`config.mk`:
```
export PLATFORM = sky130hd
export DESIGN_NAME = preset_counter
export DESIGN_NICKNAME = d
export VERILOG_FILES = /design/src/rtl/preset_counter_pkg.sv /design/src/rtl/cnt_mode_decode.sv /design/src/rtl/cnt_state_reg.sv /design/src/rtl/cnt_carry_decode.sv /design/src/rtl/preset_counter.sv
export SDC_FILE = /design/constraint.sdc
export NUM_CORES = 1
export LEC_CHECK = 0
export BUFFER_PORTS_ARGS = -buffer_cell sky130_fd_sc_hd__clkbuf_2
export CAP_MARGIN = 5
export CORE_AREA = 2 2 39 41
export DETAILED_ROUTE_END_ITERATION = 7
export DIE_AREA = 0 0 41 43
export MAX_ROUTING_LAYER = met4
export PLACE_DENSITY_LB_ADDON = 0.25
export SYNTH_ARGS = -nofsm -noshare
export SYNTH_HDL_FRONTEND = slang
export SYNTH_SLANG_ARGS = --single-unit
```
`constraint.sdc`:
```
create_clock -name clk -period 2.7 [get_ports clk]
set_input_delay 0.135 -clock clk [delete_from_list [all_inputs] [get_ports clk]]
set_output_delay 0.135 -clock clk [all_outputs]
set_load 0.02 [all_outputs]
```
`src/rtl/preset_counter_pkg.sv`:
```
package preset_counter_pkg;

    // Operation selected for the coming rising edge, lowest priority first.
    typedef enum logic [1:0] {
        OP_HOLD  = 2'd0,
        OP_COUNT = 2'd1,
        OP_LOAD  = 2'd2,
        OP_CLEAR = 2'd3
    } cnt_op_e;

endpackage

```
`src/rtl/cnt_mode_decode.sv`:
```
module cnt_mode_decode
    import preset_counter_pkg::*;
#(
    parameter bit ASYNC_CLEAR = 1'b1
) (
    input  logic    clr_n,
    input  logic    load_n,
    input  logic    en_p,
    input  logic    en_t,
    output cnt_op_e op
);

    // The clear is handled here only in the synchronous style; the asynchronous
    // style clears through the register's own reset path.
    always_comb begin
        if (!ASYNC_CLEAR && !clr_n) begin
            op = OP_CLEAR;
        end else if (!load_n) begin
            op = OP_LOAD;
        end else if (en_p && en_t) begin
            op = OP_COUNT;
        end else begin
            op = OP_HOLD;
        end
    end

endmodule

```
`src/rtl/cnt_state_reg.sv`:
```
module cnt_state_reg
    import preset_counter_pkg::*;
#(
    parameter int WIDTH       = 4,
    parameter bit ASYNC_CLEAR = 1'b1
) (
    input  logic             clk,
    input  logic             clr_n,
    input  cnt_op_e          op,
    input  logic [WIDTH-1:0] din,
    output logic [WIDTH-1:0] q
);

    localparam logic [WIDTH-1:0] ZERO = '0;
    localparam logic [WIDTH-1:0] ONE  = WIDTH'(1);

    typedef struct packed {
        logic [WIDTH-1:0] count;
    } state_t;

    state_t s_d;
    state_t s_q;

    always_comb begin
        s_d = s_q;
        unique case (op)
            OP_CLEAR: s_d.count = ZERO;
            OP_LOAD:  s_d.count = din;
            OP_COUNT: s_d.count = s_q.count + ONE;
            default:  s_d.count = s_q.count;
        endcase
    end

    generate
        if (ASYNC_CLEAR) begin : g_async_clear
            always_ff @(posedge clk or negedge clr_n) begin
                if (!clr_n) begin
                    s_q <= '0;
                end else begin
                    s_q <= s_d;
                end
            end

            AST_ASYNC_CLEAR_ZERO: assert property (@(posedge clk)
                !clr_n |-> (q == ZERO));
        end else begin : g_sync_clear
            always_ff @(posedge clk) begin
                s_q <= s_d;
            end

            AST_SYNC_CLEAR_ZERO: assert property (@(posedge clk)
                !clr_n |=> (q == ZERO));
        end
    endgenerate

    assign q = s_q.count;

    AST_LOAD_TAKES_DIN: assert property (@(posedge clk) disable iff (!clr_n)
        (op == OP_LOAD) |=> (q == $past(din)));

    AST_COUNT_STEPS: assert property (@(posedge clk) disable iff (!clr_n)
        (op == OP_COUNT) |=> (q == WIDTH'($past(q) + ONE)));

    AST_HOLD_STABLE: assert property (@(posedge clk) disable iff (!clr_n)
        (op == OP_HOLD) |=> $stable(q));

endmodule

```
`src/rtl/cnt_carry_decode.sv`:
```
module cnt_carry_decode #(
    parameter int WIDTH = 4
) (
    input  logic             clk,
    input  logic             clr_n,
    input  logic [WIDTH-1:0] q,
    input  logic             en_t,
    output logic             carry
);

    logic at_max;

    always_comb begin
        at_max = &q;
        carry  = at_max & en_t;
    end

    AST_CARRY_NEEDS_T: assert property (@(posedge clk) disable iff (!clr_n)
        carry |-> en_t);

    AST_CARRY_ONLY_AT_TOP: assert property (@(posedge clk) disable iff (!clr_n)
        carry |-> (q == {WIDTH{1'b1}}));

endmodule

```
`src/rtl/preset_counter.sv`:
```
module preset_counter
    import preset_counter_pkg::*;
#(
    parameter int WIDTH       = 4,
    parameter bit ASYNC_CLEAR = 1'b1
) (
    input  logic             clk,
    input  logic             clr_n,
    input  logic             load_n,
    input  logic [WIDTH-1:0] din,
    input  logic             en_p,
    input  logic             en_t,
    output logic [WIDTH-1:0] q,
    output logic             carry
);

    cnt_op_e op;

    cnt_mode_decode #(
        .ASYNC_CLEAR (ASYNC_CLEAR)
    ) u_decode (
        .clr_n  (clr_n),
        .load_n (load_n),
        .en_p   (en_p),
        .en_t   (en_t),
        .op     (op)
    );

    cnt_state_reg #(
        .WIDTH       (WIDTH),
        .ASYNC_CLEAR (ASYNC_CLEAR)
    ) u_state (
        .clk   (clk),
        .clr_n (clr_n),
        .op    (op),
        .din   (din),
        .q     (q)
    );

    cnt_carry_decode #(
        .WIDTH (WIDTH)
    ) u_carry (
        .clk   (clk),
        .clr_n (clr_n),
        .q     (q),
        .en_t  (en_t),
        .carry (carry)
    );

    // Wrap from the top value is seen by the count property, whose sum is
    // truncated to WIDTH.
    AST_LOAD_BEATS_ENABLES: assert property (@(posedge clk) disable iff (!clr_n)
        (!load_n && en_p && en_t) |=> (q == $past(din)));

endmodule

```
======== Word level (Yosys, flattened, before mapping) ========
Cells that the tools add are included.
cells by class
  $add $sub $neg .......................... 1
  equality and inequality tests ........... 3
  muxes and demuxes ....................... 3
  bitwise gates (word level) .............. 1
  reductions and logical operators ........ 3
operators with widths
  operator             count
  $pmux 4 s3           1
  $add 4x1->4 const B  1
  $eq 2x2->1 const B   2
  $reduce_and 4->1     1
  $reduce_bool 3->1    1
  $eq 2x1->1 const B   1
  $mux 2               1
  $and 1x1->1          1
  $logic_and 1x1->1    1
  $mux 1               1
word-level totals
  flip-flop bits (word level) ............. 4
  input port bits ......................... 9
  output and inout bits ................... 5
  logic and storage cells ................. 12

======== Depth between registers and ports, before layout ========
  depth in word-level cells ............... 5
  gate-level depth with buffers ........... 4
  depth with buffers taken out ............ 4

======== By module ========
Synthesis repeated with hierarchy kept, for this count alone.
second synthesis, totals
  cell total of the unflattened synthesis .. 34
  area total of the unflattened synthesis .. 299.0 um2
by module, submodules not included
  module            instances  cells each  area an instance (um2)  sequential area each (um2)
  cnt_state_reg     1          29          276.5                   100.1
  cnt_carry_decode  1          3           12.5                    0.0
  cnt_mode_decode   1          2           10.0                    0.0

======== Worst setup path before layout ========
No wires, ideal clock.
  kind .................................... reg-to-reg
  start point ............................. register u_state.s_q, in the netlist u_state.q[0]
  end point ............................... register u_state.s_q, in the netlist u_state.q[3]
  setup time .............................. 0.082 ns
  arrival time ............................ 1.041 ns
  data required time ...................... 2.618 ns
  slack ................................... 1.577 ns
  cell stages (with the launch flop) ...... 4
  path buffers ............................ 0
  clock period less this slack ............ 1.123 ns
  cells stage by stage .................... dfrtp_1 nand3_1 or3_1 a31oi_1
between the ends
  longest elaborated chain between the ends .. 2
RTL lines
  what                      RTL line             text
  start: declaration        cnt_state_reg.sv:22  state_t s_q;
  start signal: assignment  cnt_state_reg.sv:38  s_q <= '0;
  start signal: assignment  cnt_state_reg.sv:40  s_q <= s_d;
  $add 4x1->4               cnt_state_reg.sv:29  OP_COUNT: s_d.count = s_q.count + ONE;
  $pmux 4 s3                cnt_state_reg.sv:26  unique case (op)
Every way passes these cells.
A chain may end at the register's enable or synchronous reset.

======== Final worst setup path ========
  start point ............................. register u_state.s_q, in the netlist u_state.q[0]
  end point ............................... output carry
between the ends
  longest elaborated chain between the ends .. 2
RTL lines
  what              RTL line                text
  $reduce_and 4->1  cnt_carry_decode.sv:14  at_max = &q;
  $and 1x1->1       cnt_carry_decode.sv:15  carry = at_max & en_t;
  end: declaration  preset_counter.sv:14    output logic carry
Every way passes these cells.

==> results.json <==
{
  "outcome": "completed",
  "cts_buffers": 3,
  "slew_headroom_pct": 91.71,
  "synth_area_leaders": "dfrtp_1, xor2_1, a21oi_1",
  "drt-pass1-iter-count": 1,
  "largest_reg_flops": 4,
  "antenna_found_initial": 0,
  "fp.dieH_um": 43,
  "finalWorstSetupSlack_ps": 1373,
  "grt_start_max_net_pins": 9,
  "cp_max_fo": 4,
  "power.leakage_nw": 0.1622,
  "avgSynthCellArea_sq_um": 9.466,
  "synth_area_sq_um": 217.7,
  "die_w_um": 41,
  "maxCapViolCount": 0,
  "wl_per_cell_um": 9.836,
  "pre_cts_slack_ps": 1618,
  "grt_setup_unrepaired": "false",
  "setup-violations-final": 0,
  "arrival_ps": 1190,
  "ys_warn_count": 0,
  "hold_viol_final": 0,
  "clkTransAtPathRegs_ps": 40,
  "netlist_instances": 23,
  "worstSetupEndpointType": "output pin",
  "drt_wl_total_um": 541,
  "ys_seq_area_share_pct": 45.98,
  "grtUsageTotal_pct": 7.835,
  "layout_min_cycle_time_ps": 1327,
  "ant_nets": 0,
  "start_util_pct": 15.73,
  "timing.hold.ws_ps": 135.8,
  "clock_skew_ps": 0.9164,
  "finalMaxSlewViolations": 0,
  "place_congestion": 0.5967,
  "drt_iter0_drc": 0,
  "fp-row-count": 14,
  "max-clock-path-buffers": 2,
  "cts_setup_buffers": 0,
  "cts_tree": "yes",
  "place.port_buffers": 13,
  "cp_slowest_stage_delay_ps": 410,
  "synth-xor-area-share_pct": 8.046,
  "grt_pass1_vias": 212,
  "htree_levels": 1,
  "io_pins": 14,
  "tns_ps": 0,
  "drive_gt1_share_pct": 46.15,
  "yosys.area.top_type_share_pct": 45.98,
  "power.density_nw_per_um2": 598.2,
  "cp_cell_sequence": "ha_1, and4_2, clkbuf_2",
  "critPathLaunchType": "register",
  "vdd_drop_max_mv": 0.1327,
  "yosys.area_share.simple_pct": 21.84,
  "synthDistinctLibCells": 13,
  "die-area_sq_um": 1763,
  "remaining_drc_errors": 0,
  "final.period_utilization_pct": 49.13,
  "yosys.area.top_type": "dfrtp_1",
  "syn_nets": 33,
  "critical_path_class": "register to output pin",
  "tightest_slew_ps": 120.9,
  "synth_top_family_by_area": "simple AND/OR/NAND/NOR gates",
  "clock_sinks": 4,
  "synth_compound_area_share_pct": 12.07,
  "grt_pass1_wl_um": 821,
  "final_nets": 51,
  "hp-class": "input pin to register",
  "viasPerCell": 3.982,
  "cpMaxStageDelayCell": "dfrtp_1",
  "synth_mux_area_share_pct": 4.598,
  "crit_buf_inv": 1,
  "core_area_sq_um": 1384,
  "area_growth_pct": 52.30,
  "antenna_cells": 0,
  "clock-root-buffer": "clkbuf_4",
  "synth_fa_ha_area_share_pct": 5.747,
  "cp.required_ps": 2570,
  "clk_latency_ps": 230,
  "synth-seq-cells": 4,
  "overflow": 0,
  "fin_util_pct": 23.96,
  "dr_total_vias": 219,
  "max_freq_mhz": 753.8,
  "cp_top_family": "flip-flops"
}
## cell families (layout without fill, tap and decap cells)
family                   Yosys count  count (layout)
AND/OR/NAND/NOR                    9               9
multiplexers                       1               1
AO/OA/AOI/OAI                      5               5
adder cells (fa/ha/maj)            1               1
XOR/XNOR                           2               2
buffers and inverters              1              17
flip-flops                         4               4
## path summary, 6_finish.rpt
| kind | start | end | slack (ps) | depth (start not counted) |
|---|---|---|---|---|
| setup / recovery | u_state.q[0] | carry | 1370 | 3 |
| max in group asynchronous | clr_n | u_state.q[3] | 2330 | 2 |
| hold reg to reg | u_state.q[3] | u_state.q[3] | 600 | 2 |
| min in group asynchronous | clr_n | u_state.q[2] | 240 | 2 |
| hold / removal | din[0] | u_state.q[0] | 140 | 3 |
| setup reg to reg | u_state.q[0] | u_state.q[2] | 1640 | 4 |
## worst register-to-register path, delay by kind of cell (launching register included)
family / cells / cell delay [ps]
AOI/OAI and AO/OA: 1 / 80
and+or+nand+nor: 1 / 80
DFF: 1 / 410
adders and majority gates: 1 / 220
xor gates and xnor gates: 1 / 150
## report_power, final
group	internal, mW	switching, mW	total, mW
logic	0.0202	0.0264	0.0466
clock network	0.0499	0.0268	0.0767
registers	0.0673	0.00778	0.0751
## layer usage
layer / part of all wire (%) / track usage, % / up-vias
li1: - / - / 116
met1: 49 / 9.709 / 88
met2: 37 / 8.750 / 13
met3: 13 / 3.141 / 2
met4: 1.1 / 8.000 / 0
met5: 0 / - / -
## cell usage after synthesis (all sizes together)
cell	n
ha	1
o21ai	1
xor2	2
and4	1
dfrtp	4
nand3	2
clkbuf	1
nand2	1
or3	1
a31oi	1
nor2	4
mux2i	1
a21oi	3
## final cells by class
cell class | instances | area (sq um)
Fill cell | 155 | 1052
Clock buffer | 3 | 22.52
Multi-Input combinational cell | 18 | 113.9
Tap cell | 16 | 20.02
Sequential cell | 4 | 100.1
Timing Repair Buffer | 14 | 75.07
## per-stage QoR
stage | power (mW) | instances | area [sq um]
after floorplan | 0.1025 | 23 | 217.7
after CTS | 0.2024 | 55 | 331.6
after global routing | 0.2116 | 55 | 331.6
after detailed placement | 0.1220 | 51 | 299.0
final | 0.1983 | 55 | 331.6
after global placement | 0.1225 | 51 | 299.0
## timing repair
item	4_1_cts	5_1_grt
resized for setup	0	0
hold buffers	1	0
hold endpoints to repair	4	0
## cell usage in the layout, fill, tap and decap left out, drive strengths merged
cell / n
xor2: 2
ha: 1
o21ai: 1
nand2: 1
a31oi: 1
dlygate4sd3: 1
and4: 1
nand3: 2
nor2: 4
clkbuf: 16
a21oi: 3
mux2i: 1
dfrtp: 4
or3: 1
No activity file was read; power rests on OpenSTA's default activity.
